===== config.mk =====
export PLATFORM = sky130hd
export DESIGN_NAME = irtx_top
export DESIGN_NICKNAME = d
export VERILOG_FILES = /design/src/rtl/irtx_pkg.sv /design/src/rtl/irtx_fifo.sv /design/src/rtl/irtx_carrier.sv /design/src/rtl/irtx_seq.sv /design/src/rtl/irtx_top.sv
export SDC_FILE = /design/constraint.sdc
export NUM_CORES = 1
export LEC_CHECK = 0
export BUFFER_PORTS_ARGS = -buffer_cell sky130_fd_sc_hd__buf_2
export CAP_MARGIN = 20
export CORE_ASPECT_RATIO = 1.25
export CORE_MARGIN = 2
export CORE_UTILIZATION = 67
export CTS_CLUSTER_SIZE = 30
export DETAILED_ROUTE_END_ITERATION = 12
export GPL_TIMING_DRIVEN = 1
export PLACE_DENSITY_LB_ADDON = 0.1
export SLEW_MARGIN = 20
export SYNTH_ARGS = -nofsm -noshare
export SYNTH_HDL_FRONTEND = slang
export SYNTH_SLANG_ARGS = --single-unit

===== constraint.sdc =====
create_clock -name clk -period 10.5 [get_ports clk]
set_input_delay 1.575 -clock clk [delete_from_list [all_inputs] [get_ports clk]]
set_output_delay 1.575 -clock clk [all_outputs]
set_load 0.01 [all_outputs]

===== src/rtl/irtx_pkg.sv =====
package irtx_pkg;

    typedef enum logic [1:0] {
        ST_IDLE  = 2'd0,
        ST_PLAY  = 2'd1,
        ST_FLUSH = 2'd2
    } tx_state_t;

    localparam int TOKEN_W  = 8;
    localparam int LEN_W    = 7;
    localparam int PW_W     = 3;
    localparam int THR_W    = 2;

endpackage


===== src/rtl/irtx_fifo.sv =====
module irtx_fifo #(
    parameter int DEPTH = 32,
    parameter int DW    = 8,
    localparam int PTR_W = $clog2(DEPTH),
    localparam int CNT_W = $clog2(DEPTH + 1)
) (
    input  logic             clk,
    input  logic             rst_n,
    input  logic             push_req,
    input  logic [DW-1:0]    push_data,
    input  logic             pop,
    input  logic             clr,
    output logic [DW-1:0]    head,
    output logic [CNT_W-1:0] count,
    output logic             full,
    output logic             empty,
    output logic             push_ok
);

    logic [DW-1:0]    mem [DEPTH];
    logic [PTR_W-1:0] wr_ptr;
    logic [PTR_W-1:0] rd_ptr;
    logic             pop_ok;

    assign full    = (count == CNT_W'(DEPTH));
    assign empty   = (count == '0);
    assign push_ok = push_req && !full && !clr;
    assign pop_ok  = pop && !empty && !clr;
    assign head    = mem[rd_ptr];

    function automatic logic [PTR_W-1:0] step(input logic [PTR_W-1:0] p);
        return (p == PTR_W'(DEPTH - 1)) ? '0 : p + PTR_W'(1);
    endfunction

    always_ff @(posedge clk) begin
        if (push_ok) begin
            mem[wr_ptr] <= push_data;
        end
    end

    always_ff @(posedge clk or negedge rst_n) begin
        if (!rst_n) begin
            wr_ptr <= '0;
            rd_ptr <= '0;
            count  <= '0;
        end else if (clr) begin
            wr_ptr <= '0;
            rd_ptr <= '0;
            count  <= '0;
        end else begin
            if (push_ok) begin
                wr_ptr <= step(wr_ptr);
            end
            if (pop_ok) begin
                rd_ptr <= step(rd_ptr);
            end
            unique case ({push_ok, pop_ok})
                2'b10:   count <= count + CNT_W'(1);
                2'b01:   count <= count - CNT_W'(1);
                default: count <= count;
            endcase
        end
    end

endmodule


===== src/rtl/irtx_carrier.sv =====
module irtx_carrier #(
    parameter int CAR_W = 8,
    parameter int PW_W  = 3
) (
    input  logic             clk,
    input  logic             rst_n,
    input  logic             restart,
    input  logic [CAR_W-1:0] period,
    input  logic [PW_W-1:0]  pw,
    output logic             car_hi
);

    localparam int EXT_W = CAR_W + PW_W + 1;

    logic [CAR_W-1:0] phase;
    logic [EXT_W-1:0] lhs;
    logic [EXT_W-1:0] rhs;
    logic [EXT_W-1:0] pw_ext;

    always_ff @(posedge clk or negedge rst_n) begin
        if (!rst_n) begin
            phase <= '0;
        end else if (restart) begin
            phase <= '0;
        end else if (phase >= period - CAR_W'(1)) begin
            phase <= '0;
        end else begin
            phase <= phase + CAR_W'(1);
        end
    end

    assign pw_ext = EXT_W'(pw) + EXT_W'(1);
    assign lhs    = {1'b0, phase, {PW_W{1'b0}}};
    assign rhs    = EXT_W'(period) * pw_ext;
    assign car_hi = (lhs < rhs);

endmodule


===== src/rtl/irtx_seq.sv =====
module irtx_seq
    import irtx_pkg::*;
#(
    parameter int DIV_W       = 8,
    parameter int SAMPLE_CLKS = 4,
    localparam int UNIT_W     = DIV_W + $clog2(SAMPLE_CLKS + 1)
) (
    input  logic               clk,
    input  logic               rst_n,
    input  logic               empty,
    input  logic [TOKEN_W-1:0] head,
    input  logic               clr,
    input  logic               push_ok,
    input  logic [DIV_W-1:0]   unit_div,
    output logic               pop,
    output logic               byte_start,
    output logic               playing,
    output logic               is_mark,
    output logic               done
);

    tx_state_t           state_q;
    tx_state_t           state_d;
    logic [TOKEN_W-1:0]  cur_q;
    logic [LEN_W-1:0]    units_q;
    logic [UNIT_W-1:0]   sub_q;
    logic [DIV_W-1:0]    div_eff;
    logic [UNIT_W-1:0]   unit_m1;
    logic                unit_end;
    logic                byte_end;
    logic                drain;

    assign div_eff  = (unit_div == '0) ? DIV_W'(1) : unit_div;
    assign unit_m1  = UNIT_W'(div_eff) * UNIT_W'(SAMPLE_CLKS) - UNIT_W'(1);
    assign unit_end = (sub_q >= unit_m1);
    assign byte_end = unit_end && (units_q == '0);

    always_ff @(posedge clk or negedge rst_n) begin
        if (!rst_n) begin
            state_q <= ST_IDLE;
        end else begin
            state_q <= state_d;
        end
    end

    always_comb begin
        state_d    = state_q;
        pop        = 1'b0;
        byte_start = 1'b0;
        drain      = 1'b0;
        unique case (state_q)
            ST_IDLE: begin
                if (clr) begin
                    state_d = ST_FLUSH;
                end else if (!empty) begin
                    state_d    = ST_PLAY;
                    pop        = 1'b1;
                    byte_start = 1'b1;
                end
            end
            ST_PLAY: begin
                if (clr) begin
                    state_d = ST_FLUSH;
                end else if (byte_end) begin
                    if (!empty) begin
                        pop        = 1'b1;
                        byte_start = 1'b1;
                    end else begin
                        state_d = ST_IDLE;
                        drain   = 1'b1;
                    end
                end
            end
            ST_FLUSH: begin
                state_d = ST_IDLE;
            end
            default: begin
                state_d = ST_IDLE;
            end
        endcase
    end

    always_ff @(posedge clk or negedge rst_n) begin
        if (!rst_n) begin
            cur_q   <= '0;
            units_q <= '0;
            sub_q   <= '0;
        end else if (byte_start) begin
            cur_q   <= head;
            units_q <= head[LEN_W-1:0];
            sub_q   <= '0;
        end else if (state_q == ST_PLAY) begin
            if (unit_end) begin
                sub_q <= '0;
                if (units_q != '0) begin
                    units_q <= units_q - LEN_W'(1);
                end
            end else begin
                sub_q <= sub_q + UNIT_W'(1);
            end
        end
    end

    always_ff @(posedge clk or negedge rst_n) begin
        if (!rst_n) begin
            done <= 1'b0;
        end else if (clr || push_ok) begin
            done <= 1'b0;
        end else if (drain) begin
            done <= 1'b1;
        end
    end

    assign playing = (state_q == ST_PLAY);
    assign is_mark = !cur_q[TOKEN_W-1];

endmodule


===== src/rtl/irtx_top.sv =====
module irtx_top
    import irtx_pkg::*;
#(
    parameter int DEPTH       = 32,
    parameter int DIV_W       = 8,
    parameter int CAR_W       = 8,
    parameter int SAMPLE_CLKS = 4,
    localparam int CNT_W      = $clog2(DEPTH + 1)
) (
    input  logic               clk,
    input  logic               rst_n,
    input  logic               wr_en,
    input  logic [7:0]         wr_data,
    input  logic               fifo_clr,
    input  logic [1:0]         thr_code,
    input  logic               irq_en_low,
    input  logic               irq_en_all,
    input  logic [DIV_W-1:0]   unit_div,
    input  logic [CAR_W-1:0]   car_period,
    input  logic [2:0]         pw_code,
    output logic               ir_out,
    output logic [CNT_W-1:0]   fifo_count,
    output logic               fifo_full,
    output logic               low_irq,
    output logic               tx_done
);

    logic [TOKEN_W-1:0] head_w;
    logic               empty_w;
    logic               push_ok_w;
    logic               pop_w;
    logic               start_w;
    logic               playing_w;
    logic               mark_w;
    logic               car_hi_w;
    logic [CNT_W-1:0]   level_w;

    irtx_fifo #(.DEPTH(DEPTH), .DW(TOKEN_W)) fifo_i (
        .clk       (clk),
        .rst_n     (rst_n),
        .push_req  (wr_en),
        .push_data (wr_data),
        .pop       (pop_w),
        .clr       (fifo_clr),
        .head      (head_w),
        .count     (fifo_count),
        .full      (fifo_full),
        .empty     (empty_w),
        .push_ok   (push_ok_w)
    );

    irtx_seq #(.DIV_W(DIV_W), .SAMPLE_CLKS(SAMPLE_CLKS)) seq_i (
        .clk        (clk),
        .rst_n      (rst_n),
        .empty      (empty_w),
        .head       (head_w),
        .clr        (fifo_clr),
        .push_ok    (push_ok_w),
        .unit_div   (unit_div),
        .pop        (pop_w),
        .byte_start (start_w),
        .playing    (playing_w),
        .is_mark    (mark_w),
        .done       (tx_done)
    );

    irtx_carrier #(.CAR_W(CAR_W), .PW_W(PW_W)) car_i (
        .clk     (clk),
        .rst_n   (rst_n),
        .restart (start_w),
        .period  (car_period),
        .pw      (pw_code),
        .car_hi  (car_hi_w)
    );

    always_comb begin
        unique case (thr_code)
            2'd0:    level_w = CNT_W'(1);
            2'd1:    level_w = CNT_W'(7);
            2'd2:    level_w = CNT_W'(17);
            default: level_w = CNT_W'(25);
        endcase
    end

    assign low_irq = irq_en_low && irq_en_all && (fifo_count < level_w);
    assign ir_out  = playing_w && mark_w && car_hi_w;

endmodule


Word level (Yosys, flattened, before mapping). Memory sizes are Yosys's and may differ from the RTL's. Index checks and enable logic that the tools add are counted. W data, S select, Z words.

Bits in registers: 53. Bits in latches: 0. Memory bits (writable): 256. ROM bits: 0. Input port bits: 35. Output and inout bits: 10. Logic and storage cells: 103. Memories kept: 1.

Memory list: fifo_i.mem (depth 32, width 8, read ports 1, clocked after memory_dff 0, wr ports 1, line irtx_fifo.sv:20) `logic [DW-1:0] mem [DEPTH];`.

Add/sub/neg operators: 10. Multiply operators: 1. Divide/modulo/power cells: 0. $lt $le $gt $ge: 4. Equality and inequality tests: 11. Shift operators: 0. Mux-type cells: 38. Bitwise gates (word level): 0. Reduce and logical (&&, ||, !) cells: 29.

Operators by type and width (number): $mux W11 (3); $mux W5 (6); $mux W7 (4); $mux W8 (3); $pmux W5 S3 (1); $lt A11 B12 Y1 (1); $mul A8 B12 Y12 (1); $mux W1 (12); $pmux W6 S2 (1); $reduce_bool A2 Y1 (6); $add A11 B1 Y11 const B (1); $ge A11 B11 Y1 (1); $sub A10 B1 Y11 const B (1); $add A5 B1 Y5 const B (2); $eq A5 B5 Y1 const B (2); $mux W2 (5); $logic_and A1 B1 Y1 (9); $add A8 B1 Y8 const B (1); $ge A8 B8 Y1 (1); $logic_not A8 Y1 (1); $sub A8 B1 Y8 const B (1); $logic_not A7 Y1 (1); $reduce_bool A7 Y1 (1); $sub A7 B1 Y7 const B (1); 18 further kinds (27).

Longest topological paths before layout. Gate-level depths: netlist of run 1.

Depth in word-level cells: 13. Mapped depth: 20. Gate-level depth less buffers: 20.

Modules after synthesis. A second synthesis of run 1 with hierarchy kept.

Cell total of the unflattened synthesis: 920. Area total of the unflattened synthesis: 14531.4 µm².

By module, submodules not included: irtx_fifo (times used 1, cells each 538, area an instance 11033.1 µm², seq. area each 8087.8 µm²); irtx_carrier (times used 1, cells each 206, area an instance 1814.2 µm², seq. area each 200.2 µm²); irtx_seq (times used 1, cells each 162, area an instance 1570.3 µm², seq. area each 550.5 µm²); irtx_top (times used 1, cells each 14, area an instance 113.9 µm², seq. area each 0.0 µm²).

Worst setup path after synthesis of run 1. Ideal clock, no wire load.

Kind: input to output. Start point: input pw_code[0]. End point: output ir_out. Arrival: 5650 ps. Data required time: 8925 ps. Setup slack: 3275 ps. Stages on the path: 19. Buffers on the path: 0. Cell sequence: ha_1 -> xor2_1 -> nand2_1 -> fa_1 -> fa_1 -> inv_1 -> ha_1 -> a21o_1 -> a21oi_1 -> o21bai_1 -> a21oi_1 -> o21bai_1 -> a21oi_1 -> xor2_1 -> ha_1 -> a21o_1 -> a21oi_1 -> o21ai_0 -> a211oi_1.

Cells in the longest elaborated chain, start to end: 4.

RTL lines: start, declared (line irtx_top.sv:20) `input logic [2:0] pw_code,`; $add A3 B1 Y4 (line irtx_carrier.sv:32) `assign pw_ext = EXT_W'(pw) + EXT_W'(1);`; $mul A8 B12 Y12 (line irtx_carrier.sv:34) `assign rhs = EXT_W'(period) * pw_ext;`; $lt A11 B12 Y1 (line irtx_carrier.sv:35) `assign car_hi = (lhs < rhs);`; $logic_and A1 B1 Y1 (line irtx_top.sv:86) `assign ir_out = playing_w && mark_w && car_hi_w;`; end, declared (line irtx_top.sv:21) `output logic ir_out,`.

Every way passes these cells.

Worst setup path in the final report of run 1. Ends and elaborated chain as after synthesis.

==> impl_metrics.toml, run 1 <==
[status]
status = "finished clean"

[global_routing]
grt.busiest_layer = "met2"
gr-total-overflow = 0
antenna_found_initial = 0
use_met2_pct = 46.69
grt_pass1_vias = 8490
grtUsageTotal_pct = 26.76
use_met1_pct = 36.21
grt_max_degree = 69
met3_usage_pct = 3.257
grt_pass1_wl_mm = 46.04

[synthesis]
synth_area_per_cell_um2 = 15.74
synth-edff-count = 256
netlist_area_mm2 = 0.01416
synthArstFlopShare_pct = 15.23
synth_warnings = 0
syn_nets = 1007
seq_area_frac_synth_pct = 62.40
synthCells = 900
ys_ff_latch = 302
synthDistinctLibCells = 58
dominantRegCellSynth = "edfxtp_1"

[job]
drv_cap = 0

[timing]
fin_crit_sh_pct = 75.74
final-setup-viol-count = 0
tightest_slew_ns = 0.9576
relSlewSlack_pct = 36.16
finalMaxSlewViolations = 0
fin_skew_ns = 0.008099
max_freq_ghz = 0.1257
min_period_ns = 7.953
rsz0062_at_grt = "no"
tns_ns = 0
hold_violations = 0

[clocking]
cts_resized = 0
clockBufferDepth = 3
clock-sinks = 302
clkTransAtPathRegs_ns = 0.07
cts_hold_buf = 0
post_cts_buffers = 0
clk-insertion-delay-late_ns = 0.54
ctsRootBufferMaster = "clkbuf_16"
cts_tree = "yes"
cts-buffers-inserted = 28
cts_max_level = 1

[layout]
fin_nets = 1050
antennaDiodeCount = 0
syn_to_final_growth_pct = 9.841
final_util_pct = 74.73
fillers = 1262
fin_area_mm2 = 0.01556
drive_above_1_share_pct = 19.38

[detailed_routing]
dr.pass1.iters = 5
wirelength_mm = 28.47
num_vias = 7980
drtIter0Drc = 669
wl_per_cell_um = 22.97
drt-vias-per-instance = 6.441
ant_nets = 0
drcViolationCount = 0

[die]
core_area_mm2 = 0.02082
io-pin-count = 45
rows = 59
die-area_mm2 = 0.02233
start_util_pct = 68.04
die-width_um = 134.0
fp.dieH_um = 166.6

[setup_path]
start_kind = "input port"
endpoint = "ir_out"
critPathLaunch = "pw_code[0]"
worstSetupEndpointType = "output port"
crit_fanout = 10
r2r_cells = 12
required_ns = 8.93
r2r_end = "fifo_i.count[4]"
r2r_slack_ns = 6.90
r2r-start = "seq_i.sub_q[6]"
critPathArrivalTime_ns = 6.38
path_class = "input port to output port"

[placement]
portBuffers = 44
placed_area_mm2 = 0.01463
dp_hpwl_mm = 18.62
gp_congestion = 0.8097

[pwr]
power_w = 0.003094
p_per_area_mw_per_mm2 = 198.9
max-vdd-ir-drop_mv = 0.1880
p_leak_nw = 5.533

[min_path]
hp-class = "register to register"
## area by class of cell
type	instances	area [um2]	share of cell area, %
well taps	274	342.8	2.204
multi-input cells	531	5067	32.57
repair buffers	48	260.3	1.673
inverters	32	120.1	0.7721
flip-flops and latches	302	8843	56.84
clock buffers	36	752.0	4.834
clock inverters	16	171.4	1.102
## cell usage in the layout, fill, tap and decap left out, drive strengths merged, types with 3 or more instances in the layout
cell type,n
o21bai,6
edfxtp,256
a21oi,23
ha,60
mux2i,13
dfrtp,46
mux4,80
nor4,13
buf,48
a21o,11
a211oi,3
or4,7
xor2,14
nand2b,11
nand3b,7
nor4b,3
clkinv,11
or3,5
inv,33
clkbuf,36
nor2b,12
nor2,62
nor3,9
fa,12
xnor2,20
bufinv,3
nand3,19
and3,12
o21ai,31
and2,8
nand4,7
nand2,54
## metrics by stage
stage | hold WS, ns | instances | setup slack [ns]
after floorplan | 0.4517 | 900 | 3.275
after global placement | 0.4706 | 1186 | 2.740
after detailed placement | 0.5106 | 1187 | 2.541
after CTS | 0.5239 | 1239 | 2.532
after global routing | 0.5646 | 1239 | 2.121
final | 0.5287 | 1239 | 2.547
## sequential cells by signal, indices dropped and copies added, names as in the netlist
register	cells
fifo_i.count	6
fifo_i.mem	256
fifo_i.wr_ptr	5
seq_i.sub_q	11
fifo_i.rd_ptr	5
seq_i.units_q	7
car_i.phase	8
seq_i.state_q	2
seq_i.cur_q	1
seq_i.done	1
## how the worst min path moves through the flow
stage	from	slack, ns	cells past startpoint	endpoint
after floorplan	seq_i.sub_q[10]	0.45	1	seq_i.sub_q[10]
after global placement	seq_i.sub_q[10]	0.47	1	seq_i.sub_q[10]
after detailed placement	seq_i.sub_q[10]	0.51	1	seq_i.sub_q[10]
after CTS	seq_i.sub_q[10]	0.52	1	seq_i.sub_q[10]
after global routing	seq_i.sub_q[10]	0.56	1	seq_i.sub_q[10]
final	seq_i.sub_q[10]	0.53	1	seq_i.sub_q[10]
## layer usage
layer	vias up	routed length [um]
li1	3576	-
met1	4022	10880
met2	324	15040
met3	58	1831
met4	0	712
met5	-	0
## logic make-up (layout without fill, tap and decap cells)
family	after synthesis	after routing	share of synthesized area, %
XOR/XNOR	34	34	2.103
flip-flops	302	302	62.40
AO/OA/AOI/OAI	91	91	4.002
buffers and inverters	67	132	1.820
multiplexers	95	95	13.80
AND/OR/NAND/NOR	239	239	8.878
adder cells (fa/ha/maj)	72	72	6.996
## critical path, stage by stage
cell and delay, ns:
buf_2 0.19, ha_1 0.19, xor2_1 0.48, nand2_1 0.16
fa_1 0.52, fa_1 0.61, inv_1 0.06, ha_1 0.28
a21o_1 0.17, a21oi_1 0.21, o21bai_1 0.08, a21oi_1 0.27
o21bai_1 0.13, a21oi_1 0.20, xor2_1 0.17, ha_1 0.26
a21o_1 0.17, a21oi_1 0.14, o21ai_0 0.10, a211oi_1 0.24
buf_2 0.17
## Yosys cell counts (12+ instances only)
master / number / share of area [%]
nor2_1: 62 / 1.6
o21ai_0: 31 / 1.1
dfrtp_1: 46 / 8.1
inv_1: 32 / 0.85
clkbuf_1: 24 / 0.64
fa_1: 12 / 1.7
mux4_2: 80 / 13
xnor2_1: 20 / 1.2
and3_1: 12 / 0.53
mux2i_1: 13 / 0.92
xor2_1: 14 / 0.87
edfxtp_1: 256 / 54
nor2b_1: 12 / 0.53
nand3_1: 19 / 0.67
nand2_1: 53 / 1.4
ha_1: 60 / 5.3
a21oi_1: 23 / 0.81
## where the power goes
group / switching (W) / internal (W) / leakage, nW / total [W]
Combinational: 0.000316 / 0.000322 / 2.17 / 0.000639
Sequential: 0.0000958 / 0.00135 / 2.91 / 0.00144
Clock: 0.000430 / 0.000583 / 0.456 / 0.00101
Power figures use the tool's default switching activity.
==> run 2: changes to the inputs <==
CORE_UTILIZATION = 56   (was 67)
clock period = 6.4 ns   (was 10.5 ns; I/O delays follow)
==> run 2 against run 1 <==
- sequential share of layout area shrank 0.63 points
- combinational power grew 61%
- clock power increased by 64%
- cell count is 5.6% higher
- via count fell by 2.2%
- worst setup slack worse by 2.3 ns
- largest cell class unchanged
- flip-flop and latch count unchanged
- sequential power grew 65%
- hold slack worse by 0.036 ns
- cell area increased by 1.1%
- critical path depth fell by 1
==> impl_metrics.toml, run 2 (synthesis results as in run 1) <==
[pwr]
clkPwrFrac_pct = 32.8
p_leak_nw = 5.559
power_w = 0.005075
sequentialPowerShare_pct = 46.9
sw_frac_of_total_pct = 26.98
max-vdd-ir-drop_mv = 0.2183
internal_power_w = 0.003706
power.switching_w = 0.001369
p_per_area_mw_per_mm2 = 322.6
combPwrFrac_pct = 20.3

[layout]
fin_nets = 1057
top_regs = "fifo_i.mem: 256 flops, seq_i.sub_q: 11 flops, car_i.phase: 8 flops"
largest_register_ff_count = 256
antennaDiodeCount = 0
final_cell_mix = "edfxtp_1 (256), mux4_2 (80), nor2_1 (62)"
final_common_cell = "edfxtp_1"
syn_to_final_growth_pct = 11.07
fin_area_mm2 = 0.01573
largest_register = "fifo_i.mem"
fin_cells = 1308
drive_above_1_share_pct = 20.66

[placement]
portBuffers = 44
dp_hpwl_mm = 18.52
placed_area_mm2 = 0.01473
gp_congestion = 0.8093
place_inst = 1252

[setup_path]
r2r_slack_ns = 3.13
start_kind = "input port"
path_class = "input port to output port"
worstSetupEndpointType = "output port"
critPathArrivalTime_ns = 5.18
crit_fanout = 10
r2r-start = "fifo_i.rd_ptr[0]"
required_ns = 5.44
r2r_end = "seq_i.units_q[1]"
endpoint = "ir_out"
r2r_cells = 6
critPathLaunch = "pw_code[0]"

[global_routing]
grt_max_degree = 69
grt_pass1_wl_mm = 44.87
grtUsageTotal_pct = 21.37
grt_pass1_vias = 8358
gr-total-overflow = 0
antenna_found_initial = 0

[detailed_routing]
drtIter0Drc = 547
drcViolationCount = 0
drt-vias-per-instance = 5.964
dr.pass1.iters = 7
wl_per_cell_um = 21.20
num_vias = 7801
wirelength_mm = 27.73
ant_nets = 0

[timing]
max_freq_ghz = 0.1628
finalMaxSlewViolations = 0
hold_violations = 0
fin_hold_ws_ns = 0.4923
fin_crit_sh_pct = 95.97
tns_ns = 0
min_period_ns = 6.142
relSlewSlack_pct = 34.79
fin_skew_ns = 0.01473
final-setup-viol-count = 0
tightest_slew_ns = 0.9782

[clocking]
cts_hold_buf = 0
clockBufferDepth = 3
clkTransAtPathRegs_ns = 0.07
ctsRootBufferMaster = "clkbuf_16"
clk-insertion-delay-late_ns = 0.55
cts_max_level = 1
cts_tree = "yes"
clock-sinks = 302
cts-buffers-inserted = 29

[die]
core_area_mm2 = 0.02505
die-width_um = 146.2
io-pin-count = 45
start_util_pct = 56.54
rows = 65
die-area_mm2 = 0.02659
fp.dieH_um = 181.8

[min_path]
hp-class = "register to register"
holdPathStages = 1

[status]
status = "finished clean"

[job]
drv_cap = 0
[run 2: cell types whose count changed in the layout (fill, tap and decap cells not counted), sizes merged]
cell,delta
clkinvlp,+2
inv,+1
bufinv,-1
buf,+5
clkbuf,+5
clkinv,-4
[run 2: repair_timing]
| item | 4_1_cts | 5_1_grt |
|---|---|---|
| pin swaps | 0 | 8 |
| cloned | 0 | 0 |
| gates resized for setup | 1 | 9 |
| buffers inserted | 0 | 2 |
| endpoints found under the setup margin | 1 | 1 |
[run 2: area by class of cell]
type	instances	area [um2]
repair buffers	54	297.8
inverters	32	120.1
well taps	335	419.2
fillers	1874	9318
clock inverters	14	128.9
multi-input cells	531	5115
flip-flops and latches	302	8843
clock buffers	40	807.0
[run 2: power by group through the flow]
stage	clock network, W	logic, W	registers (W)
after detailed placement	0	0.00102	0.00243
after global placement	0	0.000981	0.00242
after floorplan	0	0.000819	0.00233
after global routing	0.00178	0.00114	0.00241
after CTS	0.00169	0.00103	0.00239
final	0.00166	0.00103	0.00238
[run 2: worst max-delay path, stage by stage]
cell and delay [ns]:
clkbuf_4 0.19, ha_4 0.16, xor2_2 0.17, nand2_1 0.09
fa_1 0.54, fa_2 0.47, fa_1 0.46, inv_1 0.08
a21oi_1 0.07, o21bai_1 0.25, a21oi_1 0.14, o21bai_2 0.18
xnor2_1 0.15, ha_1 0.28, a21o_1 0.19, a21o_1 0.17
a21oi_1 0.13, o21ai_0 0.11, a211oi_1 0.21, buf_2 0.17
[run 2: how the worst min path moves through the flow]
stage,start,to,slack (ns)
after floorplan,seq_i.sub_q[10],seq_i.sub_q[10],0.45
after global placement,seq_i.sub_q[10],seq_i.sub_q[10],0.47
after detailed placement,seq_i.sub_q[10],seq_i.sub_q[10],0.48
after CTS,seq_i.sub_q[10],seq_i.sub_q[10],0.49
after global routing,seq_i.sub_q[10],seq_i.sub_q[10],0.54
final,seq_i.sub_q[10],seq_i.sub_q[10],0.49
[run 2: layer usage]
layer	global-route usage, %	vias up	share of wire, %
li1	-	3597	-
met1	27.81	3983	41
met2	38.62	178	53
met3	2.387	43	3.7
met4	5.553	0	2.3
met5	0	-	0
[run 2: stage by stage]
step           worst slack (ns)  util [%]
2_1_floorplan            0.4050         -
3_3_place_gp             0.1395     58.81
6_report                 0.2577     62.80
3_5_place_dp            0.01117     58.81
5_1_grt               -0.006135     62.80
4_1_cts                 0.03728     62.56
